===== src/rtl/tbc_pkg.sv =====
package tbc_pkg;
    localparam int TIME_W_DEF = 64;
    localparam int STEP_W_DEF = 4;

    typedef enum logic {
        ADV_HOLD = 1'b0,
        ADV_STEP = 1'b1
    } adv_e;

    typedef struct packed {
        adv_e adv;
        logic clamped;
    } upd_kind_t;
endpackage


===== src/rtl/tbc_step_sel.sv =====
module tbc_step_sel
    import tbc_pkg::*;
#(
    parameter int STEP_W = STEP_W_DEF
) (
    input  logic              tick_i,
    input  logic [STEP_W-1:0] step_i,
    output upd_kind_t         kind_o,
    output logic [STEP_W-1:0] step_eff_o
);
    localparam logic [STEP_W-1:0] MIN_STEP = STEP_W'(1);

    always_comb begin
        kind_o.adv     = tick_i ? ADV_STEP : ADV_HOLD;
        kind_o.clamped = (step_i == '0);
        step_eff_o     = kind_o.clamped ? MIN_STEP : step_i;
    end
endmodule


===== src/rtl/tbc_counter.sv =====
module tbc_counter
    import tbc_pkg::*;
#(
    parameter int TIME_W = TIME_W_DEF,
    parameter int STEP_W = STEP_W_DEF
) (
    input  logic              clk,
    input  logic              rst,
    input  upd_kind_t         kind_i,
    input  logic [STEP_W-1:0] step_eff_i,
    output logic [TIME_W-1:0] time_d_o,
    output logic [TIME_W-1:0] time_q_o
);
    always_comb begin
        if (kind_i.adv == ADV_STEP)
            time_d_o = time_q_o + TIME_W'(step_eff_i);
        else
            time_d_o = time_q_o;
    end

    always_ff @(posedge clk) begin
        if (rst) time_q_o <= '0;
        else     time_q_o <= time_d_o;
    end
endmodule


===== src/rtl/tbc_compare.sv =====
module tbc_compare
    import tbc_pkg::*;
#(
    parameter int TIME_W = TIME_W_DEF
) (
    input  logic              clk,
    input  logic              rst,
    input  logic              we_i,
    input  logic [TIME_W-1:0] wdata_i,
    input  logic [TIME_W-1:0] time_d_i,
    output logic [TIME_W-1:0] cmp_q_o,
    output logic              irq_o
);
    logic [TIME_W-1:0] cmp_d;

    assign cmp_d = we_i ? wdata_i : cmp_q_o;

    always_ff @(posedge clk) begin
        if (rst) begin
            cmp_q_o <= '1;
            irq_o   <= 1'b0;
        end else begin
            cmp_q_o <= cmp_d;
            irq_o   <= (time_d_i >= cmp_d);
        end
    end
endmodule


===== src/rtl/tbc_timebase.sv =====
module tbc_timebase
    import tbc_pkg::*;
#(
    parameter int TIME_W = TIME_W_DEF,
    parameter int STEP_W = STEP_W_DEF
) (
    input  logic              clk,
    input  logic              rst,
    input  logic              tick_i,
    input  logic [STEP_W-1:0] step_i,
    input  logic              cmp_we_i,
    input  logic [TIME_W-1:0] cmp_wdata_i,
    output logic [TIME_W-1:0] time_o,
    output logic              sup_tmr_irq_o
);
    upd_kind_t         kind;
    logic [STEP_W-1:0] step_eff;
    logic [TIME_W-1:0] time_d;
    logic [TIME_W-1:0] cmp_q;

    tbc_step_sel #(.STEP_W(STEP_W)) u_sel (
        .tick_i     (tick_i),
        .step_i     (step_i),
        .kind_o     (kind),
        .step_eff_o (step_eff)
    );

    tbc_counter #(.TIME_W(TIME_W), .STEP_W(STEP_W)) u_cnt (
        .clk        (clk),
        .rst        (rst),
        .kind_i     (kind),
        .step_eff_i (step_eff),
        .time_d_o   (time_d),
        .time_q_o   (time_o)
    );

    tbc_compare #(.TIME_W(TIME_W)) u_cmp (
        .clk      (clk),
        .rst      (rst),
        .we_i     (cmp_we_i),
        .wdata_i  (cmp_wdata_i),
        .time_d_i (time_d),
        .cmp_q_o  (cmp_q),
        .irq_o    (sup_tmr_irq_o)
    );
endmodule


===== config.mk =====
export PLATFORM = sky130hd
export DESIGN_NAME = tbc_timebase
export DESIGN_NICKNAME = d
export VERILOG_FILES = /design/src/rtl/tbc_pkg.sv /design/src/rtl/tbc_step_sel.sv /design/src/rtl/tbc_counter.sv /design/src/rtl/tbc_compare.sv /design/src/rtl/tbc_timebase.sv
export SDC_FILE = /design/constraint.sdc
export NUM_CORES = 1
export LEC_CHECK = 0
export BUFFER_PORTS_ARGS = -buffer_cell sky130_fd_sc_hd__buf_2
export CAP_MARGIN = 5
export CELL_PAD_IN_SITES_DETAIL_PLACEMENT = 0
export CELL_PAD_IN_SITES_GLOBAL_PLACEMENT = 1
export CORE_ASPECT_RATIO = 1.75
export CORE_UTILIZATION = 42
export DETAILED_ROUTE_END_ITERATION = 8
export HOLD_SLACK_MARGIN = 0.06
export PLACE_DENSITY = 0.82
export SLEW_MARGIN = 20
export SYNTH_ARGS = -nofsm -noshare
export SYNTH_HDL_FRONTEND = slang
export SYNTH_HIERARCHICAL = 1
export SYNTH_SLANG_ARGS = --single-unit

===== constraint.sdc =====
create_clock -name clk -period 4.33 [get_ports clk]
set_input_delay 0.433 -clock clk [delete_from_list [all_inputs] [get_ports clk]]
set_output_delay 0.433 -clock clk [all_outputs]
set_load 0.1 [all_outputs]

==> summary.md <==
| Metric | Value |
|---|---|
| N_diodes | 0 |
| RSZ-0062 raised after global routing | false |
| Die area | around 18,000 µm² |
| CP delay by family, top | simple AND/OR/NAND/NOR gates |
| Post-DP Area | ~8000 µm² |
| VDD IR max | 0.213 mV |
| Root Buffer | clkbuf_16 |
| CTS tree | yes |
| Vias in the first global route | 6,333 |
| Gr ovfl total | 0 |
| CP cell instances | nand4_1 > nor4_2 > nand4_1 > buf_4 > or3_1 > nand2_1 > ha_1 > a21oi_1 > o21a_1 > a2bb2oi_1 > a31oi_1 > o21bai_1 > o21ai_1 |
| Yosys warnings | 6 |
| CTS Buf Count | 17 |
| Post-layout min period | just under 4000 ps |
| Total track usage | 0.236 |
| FF+latch area | between 2000 and 3000 µm² |
| GP Congestion | 0.863 |
| Via count | 6,307 |
| Pins Over Slew Limit | 0 |
| Pwr Density | between 300 and 400 nW/µm² |
| Setup violations, final | 0 |
| Largest net degree at the start of global routing | 93 |
| Vias per cell | around 5.3 |
| Max FO, Critical Path | 11 |
| TritonRoute pass-1 iters | 4 |
| Slew headroom | 0.420 |
| Setup TNS | 0 ps |
| Setup Skew | around 14 ps |
| Worst r2r dst | u_cmp/irq_o |
| Global-route wire length before repair | 31.6 mm |
| WHS Endpoint | u_cmp/cmp_q_o[20] |
| Reg2reg start | u_cnt/time_q_o[14] |
| CP Buf/Inv Count | 1 |
| Crit-path slowest cell | nor4_2 |
| WL met2 | about 11 mm |
| CTS resizes | 0 |
| P&R area growth vs syn | 22.0% |
| WP data arrival | around 4100 ps |
| Worst Hold Class | in -> reg |
| IO Pins | 137 |
| Total nets after synthesis | 941 |
| Die Wd | approximately 100 µm |
| Cell row count | 63 |
| Total of fill cells in the finished design | about 1,600 |
| Total power draw | 3.04 mW |
| Initial detailed-routing violation count | roughly 200 |
| Final setup margin | around 480 ps |
| Final wirelength | ~20 mm |
| Leak pwr | just over 4 nW |
| Max-cap viol count | 0 |
| Kind of start point of the critical path | flip-flop |
| Met1 WL | just under 8 mm |
| Hold Path Stages | 3 |
| Antenna-violating nets left | 0 |
| DR DRC count | 0 |
| DR WL/cell | about 17 µm |
| Clock buffer depth | 2 |
| Multi-input logic area | ~4500 µm² |
| Final nets | 1,082 |
| Clk pin slew, worst setup/hold paths | about 60 ps |
| Cells after Synth | 800 |
| Final Instance Area | approximately 8800 µm² |
| Status | completed |
| Fraction of layout cells with a size suffix above 1 | 0.212 |
| Mapped Area | a little over 7000 µm² |
| Post-detailed-placement half-perimeter wirelength | 15.7 mm |
| Tcrit/Tclk final | 0.888 |
| Critical Path RT | 4620 ps |
| I/O Buffers | approximately 140 |
| Clock Latency Late Sink | roughly 420 ps |
| Syn_area_per_cell | 9.07 µm² |
| Hold Vio Cnt, Final | 0 |
| Crit. End Element | flip-flop |
| Most used cell, CP | nand4_1 |
| Die height | ~180 µm |
| Core footprint | ~17,000 µm² |
| Clock Sinks | approximately 130 |
| FF-to-FF path depth | 13 |
| WL met3 | 662 µm |
| Hold WS | 267 ps |
| Initial Utilization | 0.428 |
| Setup Crit Path Kind | reg -> reg |
| Max incr delay on CP | about 650 ps |
| Setup bufs post-CTS | 0 |
| FF-to-FF setup slack | just under 500 ps |
| H-tree lvl count | 4 |
| DR top layer | met4 |
| Hold_buf cts | 0 |
| Initial antenna violation count | 0 |
| Worst-margin pin slew | between 800 and 900 ps |
| Max Fclk | around 260 MHz |
| Pre-CTS WS | 148 ps |
| HP Start | cmp_wdata_i[20] |
## layer usage
layer | up-vias | global-route usage
met5 | - | 0
li1 | 3171 | -
met3 | 46 | 0.0426
met4 | 0 | 0.128
met1 | 2941 | 0.240
met2 | 149 | 0.441
## per-stage QoR
step           std cells  utilization
2_1_floorplan        800            -
5_1_grt             1181        0.522
6_report            1181        0.522
4_1_cts             1181        0.522
3_3_place_gp        1149        0.486
3_5_place_dp        1149        0.486
## worst max-delay path by stage
stage                       startpoint          end  depth (start not counted)
floorplan            u_cnt/time_q_o[0]  u_cmp/irq_o                         13
global placement             step_i[1]  u_cmp/irq_o                         16
detailed placement           step_i[1]  u_cmp/irq_o                         16
CTS                 u_cnt/time_q_o[14]  u_cmp/irq_o                         13
global route        u_cnt/time_q_o[16]  u_cmp/irq_o                         13
finish              u_cnt/time_q_o[14]  u_cmp/irq_o                         13
## tightest hold or removal path: cells and delay by family
family,cells,cell delay (ps)
buffers and inverters,1,70
muxes,1,70
and+or+nand+nor,1,70
## where the power goes
group | internal [mW] | leakage [nW] | switching [mW] | total [mW]
Clock | 0.913 | 0.292 | 0.553 | 1.47
Combinational | 0.130 | 2.81 | 0.207 | 0.336
Sequential | 1.23 | 1.05 | 0.0138 | 1.24
Total | 2.27 | 4.16 | 0.773 | 3.04
## layout make-up
type | instances | share of cell area
clock buffer | 21 | 0.0543
timing repair buffer | 153 | 0.0933
inverter | 5 | 0.00212
tap | 227 | 0.0321
clock inverter | 11 | 0.0144
sequential | 129 | 0.292
multi-input combinational | 635 | 0.512
## layout by cell type (no fill, tap or decap), drive strengths merged, types with 14 or more instances in the layout
cell / count
a21oi: 48
nand2: 63
clkbuf: 21
nand2b: 63
dfxtp: 129
nor4: 20
nand4: 49
buf: 153
o21ai: 28
nor2: 24
nand3: 28
xor2: 18
nor2b: 47
ha: 68
or3: 14
xnor2: 26
mux2i: 63
## state kept, by name, summed over array words and instances (netlist names)
name and flops:
u_cmp/irq_o 1, u_cnt/time_q_o 64, u_cmp/cmp_q_o 64
No activity file was read; power rests on OpenSTA's default activity.
